[config.mk]
export PLATFORM = sky130hd
export DESIGN_NAME = standby_seq
export DESIGN_NICKNAME = d
export VERILOG_FILES = /design/src/rtl/standby_seq.sv
export SDC_FILE = /design/constraint.sdc
export NUM_CORES = 1
export LEC_CHECK = 0
export ABC_AREA = 1
export CAP_MARGIN = 10
export CORE_MARGIN = 1.5
export CORE_UTILIZATION = 50
export CTS_CLUSTER_DIAMETER = 40
export DETAILED_ROUTE_END_ITERATION = 6
export DONT_BUFFER_PORTS = 1
export GPL_TIMING_DRIVEN = 0
export PLACE_DENSITY = 0.77
export SYNTH_ARGS = -nofsm -noshare
export SYNTH_HDL_FRONTEND = slang
export SYNTH_SLANG_ARGS = --single-unit
[constraint.sdc]
create_clock -name clk -period 1.7 [get_ports clk]
set_input_delay 0.085 -clock clk [delete_from_list [all_inputs] [get_ports clk]]
set_output_delay 0.085 -clock clk [all_outputs]
set_load 0.005 [all_outputs]
[src/rtl/standby_seq.sv]
module standby_seq #(
  parameter int DW      = 8,
  parameter int FLD_LSB = 2,
  parameter int WARMUP  = 16
) (
  input  logic          clk,
  input  logic          rst_n,
  input  logic          reg_sel,
  input  logic          reg_wr,
  input  logic [DW-1:0] reg_wdata,
  output logic [DW-1:0] reg_rdata,
  input  logic          halt_req,
  input  logic          nmi_req,
  input  logic          int_req,
  input  logic          int_en,
  output logic          cpu_clk_en,
  output logic          per_clk_en,
  output logic          io_clk_en,
  output logic          osc_en,
  output logic          wake_pulse,
  output logic          take_irq
);
  localparam int CW = $clog2(WARMUP + 1);
  localparam logic [1:0] M_RUN = 2'b00, M_STOP = 2'b01, M_IDLE1 = 2'b10, M_IDLE2 = 2'b11;

  typedef enum logic [1:0] {S_ACT, S_HALT, S_WARM} st_t;

  st_t          st;
  logic [1:0]   fld, lvl;
  logic [CW-1:0] cnt;
  logic          wake, take_now;

  assign wake     = nmi_req | int_req;
  assign take_now = nmi_req | (int_req & int_en);

  always_ff @(posedge clk or negedge rst_n)
    if (!rst_n) fld <= M_RUN;
    else if (reg_sel && reg_wr) fld <= reg_wdata[FLD_LSB +: 2];

  always_comb begin
    reg_rdata = '0;
    reg_rdata[FLD_LSB +: 2] = fld;
  end

  always_ff @(posedge clk or negedge rst_n)
    if (!rst_n) begin
      st <= S_ACT;
      lvl <= M_RUN;
      cnt <= '0;
      wake_pulse <= 1'b0;
      take_irq <= 1'b0;
    end else begin
      wake_pulse <= 1'b0;
      case (st)
        S_ACT:
          if (halt_req) begin
            st  <= S_HALT;
            lvl <= fld;
          end
        S_HALT:
          if (wake) begin
            take_irq <= take_now;
            if (lvl == M_STOP) begin
              st  <= S_WARM;
              cnt <= '0;
            end else begin
              st <= S_ACT;
              wake_pulse <= 1'b1;
            end
          end
        S_WARM:
          if (cnt == CW'(WARMUP - 1)) begin
            st <= S_ACT;
            wake_pulse <= 1'b1;
          end else cnt <= cnt + 1'b1;
        default: st <= S_ACT;
      endcase
    end

  wire halted = (st == S_HALT);
  assign cpu_clk_en = (st == S_ACT);
  assign per_clk_en = cpu_clk_en | (halted & (lvl == M_RUN));
  assign io_clk_en  = cpu_clk_en | (halted & (lvl == M_RUN || lvl == M_IDLE2));
  assign osc_en     = cpu_clk_en | (st == S_WARM) | (halted & (lvl != M_STOP));

  a_r3_halt_stops_cpu: assert property (@(posedge clk) disable iff (!rst_n)
    (cpu_clk_en && halt_req) |=> !cpu_clk_en);
  a_r6_osc_off_gates_all: assert property (@(posedge clk) disable iff (!rst_n)
    !osc_en |-> (!per_clk_en && !io_clk_en && !cpu_clk_en));
  a_r7_pulse_one_cycle: assert property (@(posedge clk) disable iff (!rst_n)
    wake_pulse |=> !wake_pulse);
  a_r7_nmi_takes: assert property (@(posedge clk) disable iff (!rst_n)
    (!cpu_clk_en && osc_en && nmi_req && !(st == S_WARM)) |=> take_irq);
  a_r8_masked_resumes: assert property (@(posedge clk) disable iff (!rst_n)
    (halted && !nmi_req && int_req && !int_en) |=> !take_irq);
  a_r9_resume_with_pulse: assert property (@(posedge clk) disable iff (!rst_n)
    $rose(cpu_clk_en) |-> wake_pulse);
  a_r11_quiet_hold: assert property (@(posedge clk) disable iff (!rst_n)
    (halted && !nmi_req && !int_req) |=> ($stable(per_clk_en) && !cpu_clk_en && !wake_pulse));
endmodule

# Word-level counts from Yosys, hierarchy flattened
# Cells that the tools add are included.
word_totals:
  reg_bits: 13
  latch_bits: 0
  ramBits: 0
  romBits: 0
  in_bits: 16
  out_inout_bits: 14
  word_cells: 50
  memories: 0
op_classes:
  n_addsub: 1
  n_mul: 0
  div_mod_pow: 0
  magnitude_cmp: 0
  eq_ne: 11
  shift: 0
  n_mux: 13
  bitwise: 10
  n_reduce_logical: 9
ops:
  columns: ["op", "count"]
  rows:
  - ["5-bit two-way mux", 3]
  - ["5-bit case mux with 2 select lines", 1]
  - ["2-bit two-way mux", 4]
  - ["2-bit != test (second input constant)", 4]
  - ["1-bit OR", 6]
  - ["2-bit case mux with 3 select lines", 1]
  - ["5-bit by 1-bit adder with 5-bit output (second input constant)", 1]
  - ["5-bit by 4-bit equality test with 1-bit output (second input constant)", 1]
  - ["1-bit AND", 4]
  - ["2-bit by 1-bit equality test with 1-bit output (second input constant)", 2]
  - ["2-bit equality test (second input constant)", 2]
  - ["2-bit zero test", 2]
  - ["2-bit by 1-bit != test with 1-bit output (second input constant)", 2]
  - ["2-bit AND reduction", 2]
  - ["4-bit AND reduction", 1]
  - ["1-bit two-way mux", 3]
  - ["3-bit AND reduction", 1]
  - ["1-bit case mux with 2 select lines", 1]
  - ["2-bit nonzero test", 1]
  - ["1-bit logical AND", 1]
  - ["1-bit logical OR", 1]

# Longest topological paths before layout
depth:
  ltp_word: 4
  mapped_depth: 9
  depth_no_buf: 9

# Worst setup path before layout
# No wires, ideal clock.
synth_timing:
  kind: "register -> register"
  start: "register cnt[0]"
  end: "register cnt[2]"
  setup_ps: 121
  t_arrival_ps: 1337
  t_required_ps: 1579
  slack_ps: 242
  path_stages_with_launch: 9
  n_path_buf: 0
  period_less_slack_ps: 1458
  cell_sequence: "dfrtp_1 ha_1 nand2_1 nor2_1 ha_1 a21oi_1 nand3_2 nand2_1 o21ai_1"
synth_between:
  elab_chain_cells: 3
  word_cells_on_any_way: 6
  classes_between: "1 x add/sub; 2 x eq/ne; 2 x mux; 1 x reduce/logical"
synth_rtl:
  columns: ["item", "line_no", "rtl"]
  rows:
  - ["start, declared", "30", "logic [CW-1:0] cnt;"]
  - ["start signal, assigned", "75", "end else cnt <= cnt + 1'b1;"]
  - ["5-bit by 1-bit adder with 5-bit output or 5-bit by 4-bit equality test with 1-bit output (tied branches)", "75, 72", null]
  - ["5-bit two-way mux or 2-bit != test (tied branches)", null, null]
  - ["5-bit case mux with 2 select lines or 4-bit AND reduction (tied branches)", null, null]
# Several ways; a longest one is shown, not always the timed one. The select of a mux whose other input is x is not followed.
# A chain may end at the register's enable or synchronous reset.

# Worst setup path after layout
layout_timing:
  start: "register cnt[0]"
  end: "register cnt[3]"
# The elaborated chain is that of the path after synthesis.

==> results.md <==
Outcome:
- The run finished with clean final reports.

STA:
- The number of hold violations in the final report was 0.
- The maximum clock rate is 0.641 GHz.
- The final worst-path cycle share is 91.8%.
- The max-slew violation total from the final report was 0.
- The pin slew with the least headroom to its limit is 0.584 ns.
- The relative slew slack is 61.0%.
- The setup skew after layout is 0.00242 ns.
- Across all setup checks in the final design, the least slack found is 0.139 ns.
- The worst hold margin is 0.0147 ns.
- The time the final worst path needs with I/O delays and setup is 1.56 ns.
- Setup violations remaining at the end of the flow were counted as 0.

Critical path:
- The kind of end point of the critical path is a register.
- The startpoint type of the worst setup path is a register.
- The depth of the worst register-to-register path is 8.
- The largest single stage delay on the critical path is 0.42 ns.
- In this run the critical register-to-register path is captured at cnt[3].
- The slowest stage of the critical path belongs to the cell dfrtp_1.
- Together, buffers and inverters on the worst path number 0.
- For the worst setup path, the data required time is 1.87 ns.
- Walking the worst path, the cells encountered are ha_1 -> nand2_1 -> nor2_1 -> ha_1 -> a21oi_2 -> nand3_2 -> nand2_1 -> nand2_1.
- The cell occurring most often along the worst timing path is nand2_1.
- Along the worst path, the maximum fanout reaches 7.
- Broken down by cell family, the worst path's largest delay share belongs to simple AND/OR/NAND/NOR gates.
- For the worst setup path, the data arrival time is 1.73 ns.
- The type of the worst setup path is register to register.
- The setup slack of the worst register-to-register path is 0.14 ns.
- The critical path starts at cnt[0].
- The worst register-to-register path begins at cnt[0].

Power and ir drop:
- The net switching power is 0.000548 W.
- The part of the total power dissipated in the clock network is 15.0%.
- The leakage dissipation is 0.519 nW.
- Of the total power, registers draw 35.5%.
- The power after layout is 0.00126 W.
- The internal power summed over all cells is 0.000709 W.
- The maximum vdd drop is 0.848 mV.
- The power per cell area is 1330 nW/µm².
- Net switching is 43.6% of the power.
- The part of the total power dissipated in combinational logic is 49.5%.

Synthesis:
- The cell area after synthesis is 798 µm².
- The post-synthesis average cell area is 7.53 µm².
- The mux contribution to synthesized area is 1.41%.
- The number of warning messages in the yosys log is 0.
- The share of the synthesized area in compound gates (AO/OA/AOI/OAI) is 6.27%.
- The count of flip-flops with a built-in enable after synthesis is 0.
- Summing the areas of all xor and xnor instances in the mapped netlist gives 0% of the synthesized area.
- The portion of the post-synthesis area used by sequential elements is 40.8%.
- Of all flip-flops after synthesis, the portion carrying an async set or reset was 100%.
- In the synthesized netlist the dominant register cell turns out to be dfrtp_1.
- The synthesized-area fraction occupied by and/or/nand/nor cells is 26.0%.
- After synthesis, the largest family of logic cells by area is simple AND/OR/NAND/NOR gates.
- The share of synthesized cell area in full adder, half adder and majority cells is 11.0%.
- The number of register bits inferred by synthesis is 13.
- The number of different library cells in the post-synthesis netlist is 16.
- Synthesis handed over a netlist of 106 instances.

Layout:
- The fraction of final layout cells with drive strength greater than 1 is 12.2%.
- Leaving out fill and tap cells, the most frequent cells in the layout are nand2_1, inv_1, dfrtp_1.
- The number of nets at the end of the flow is 147.
- Leaving out filler cells and counting taps, the final layout contains 139.
- The fill cell total of the finished layout is 137.
- 0 antenna diodes ended up in the layout.
- Compared with the post-synthesis result, the final layout area differs by 18.0%.
- The commonest non-fill, non-tap cell in the layout is nand2_1.
- The share of the core filled with cells in the final layout is 62.5%.
- The area of all sequential standard cells is 325 µm².
- The area occupied by multi-input gates is 383 µm².

Die:
- The full die area is 1850 µm².
- The floorplan step set the die width to 43.0 µm.
- The vertical die dimension is 43.0 µm.
- The I/O pin count is 30.
- In this run the core area contains 14 standard-cell rows.
- After floorplanning, the core was sized to cover 1510 µm².
- The initial utilization of the core area, before any placement, comes to 53.0%.

Clock tree:
- In this run the number of H-tree levels came out at 1.
- Clock-pin slew was measured on the worst setup and hold paths at 0.08 ns.
- The TritonCTS buffer count is 3.
- The maximum number of buffers from clock root to sink is 2.
- The number of sinks on the clock net is 13.
- TritonCTS built the clock tree.
- The buffer type at the clock tree root is clkbuf_4.
- The later-pin clock latency in the skew report is 0.27 ns.

Drt:
- Using the TritonRoute via totals, the vias-per-cell ratio works out to 4.78.
- The number of iterations in the first detailed-routing pass is 4.
- The vias after detailed routing is 664.
- Summed over all layers, the routed wires come to 1390 µm.
- Dividing the detail-routed wire length by the instance count gives 9.97 µm.
- The number of DRC markers after the initial detailed-route iteration is 9.
- The detail route stage leaves a number of antenna-violating nets equal to 0.
- After detailed routing, the number of remaining DRC violations is 0.

Job:
- The reported max-cap violation count is 0.

Hold path:
- The endpoint of the worst hold-timing path is lvl[0].
- The worst hold path passes through 2 cells.
- The path type of the worst min-delay path is input pin to register.
- The hold path startpoint is halt_req.

Place:
- In this run the tool buffered the top-level ports with 0 buffer cells.
- The pre-CTS setup slack is 0.124 ns.
- Detailed placement finished with a half-perimeter wire length of 1030 µm.
- Routability-driven placement finished with a final weighted congestion of 0.741.
- In this run, placement finished with an instance count of 127.

Global routing:
- The via count of the first global-routing pass is 631.
- The first global-routing pass estimated 2470 µm of wire.
- The maximum number of pins on one net before global-route repair is 14.
- For this run the aggregate overflow at the end of global routing stands at 0.
- For this run, the total global-route usage over all layers was measured as 18.2%.
- The initial antenna violation count came to 0.
-- power by group through the flow --
stage | combinational [W] | sequential, W | clock, W
2_1_floorplan | 0.000471 | 0.000442 | 0
3_3_place_gp | 0.000563 | 0.000450 | 0
3_5_place_dp | 0.000574 | 0.000454 | 0
4_1_cts | 0.000595 | 0.000448 | 0.000198
5_1_grt | 0.000738 | 0.000458 | 0.000214
6_report | 0.000622 | 0.000447 | 0.000188
-- logic make-up (layout without fill, tap and decap cells) --
group | Yosys count | in the layout
AOI/OAI and AO/OA | 10 | 10
muxes | 1 | 1
adders and majority gates | 7 | 7
DFF | 13 | 13
buffers and inverters | 24 | 36
and+or+nand+nor | 50 | 50
other | 1 | 6
-- layer usage --
layer / GRT usage [%] / vias up / share of wire, %
met4: 5.45 / 0 / 0.72
li1: - / 349 / -
met1: 21.7 / 291 / 43
met5: 0 / - / 0
met2: 29.1 / 22 / 48
met3: 8.51 / 2 / 8.4
-- worst max path at each step --
stage | cells past startpoint | slack, ns | end
after floorplan | 8 | 0.24 | cnt[2]
after global placement | 8 | 0.15 | cnt[0]
after detailed placement | 8 | 0.12 | cnt[2]
after CTS | 8 | 0.11 | cnt[2]
after global routing | 8 | -0.008 | cnt[3]
final | 8 | 0.14 | cnt[3]
-- synth_stat cells, types with 4 or more instances --
master / instances / area (µm²)
a21oi_1: 5 / 25.0
buf_4: 6 / 45.0
dfrtp_1: 13 / 325
ha_1: 7 / 87.6
inv_1: 17 / 63.8
nand2_1: 29 / 109
nand3_1: 6 / 30.0
nor2_1: 12 / 45.0
o21ai_0: 4 / 20.0
-- cell type report --
type	instances	share of cell area, %
Sequential cell	13	34.5
Tap cell	16	2.12
Inverter	18	7.17
Timing Repair Buffer	8	7.97
Multi-Input combinational cell	74	40.6
Buffer	6	4.78
Clock buffer	4	2.79
-- sequential cells by signal, summed over array words and instances (netlist names) --
name,cells
cnt,5
fld,2
lvl,2
st,2
take_irq,1
wake_pulse,1
-- repair_timing --
| action | CTS | global route |
|---|---|---|
| endpoints found under the hold margin | 16 | 0 |
| buffers inserted | 0 | 2 |
| hold buffers | 6 | 0 |
| endpoints found under the setup margin | 0 | 6 |
| resized for setup | 0 | 2 |
-- through the flow --
stage               area, µm²  TNS [ns]
finish                    942         0
global route              942  -0.00842
CTS                       923         0
detailed placement        837         0
global placement          837         0
floorplan                 817         0
No activity file was read; power rests on OpenSTA's default activity.
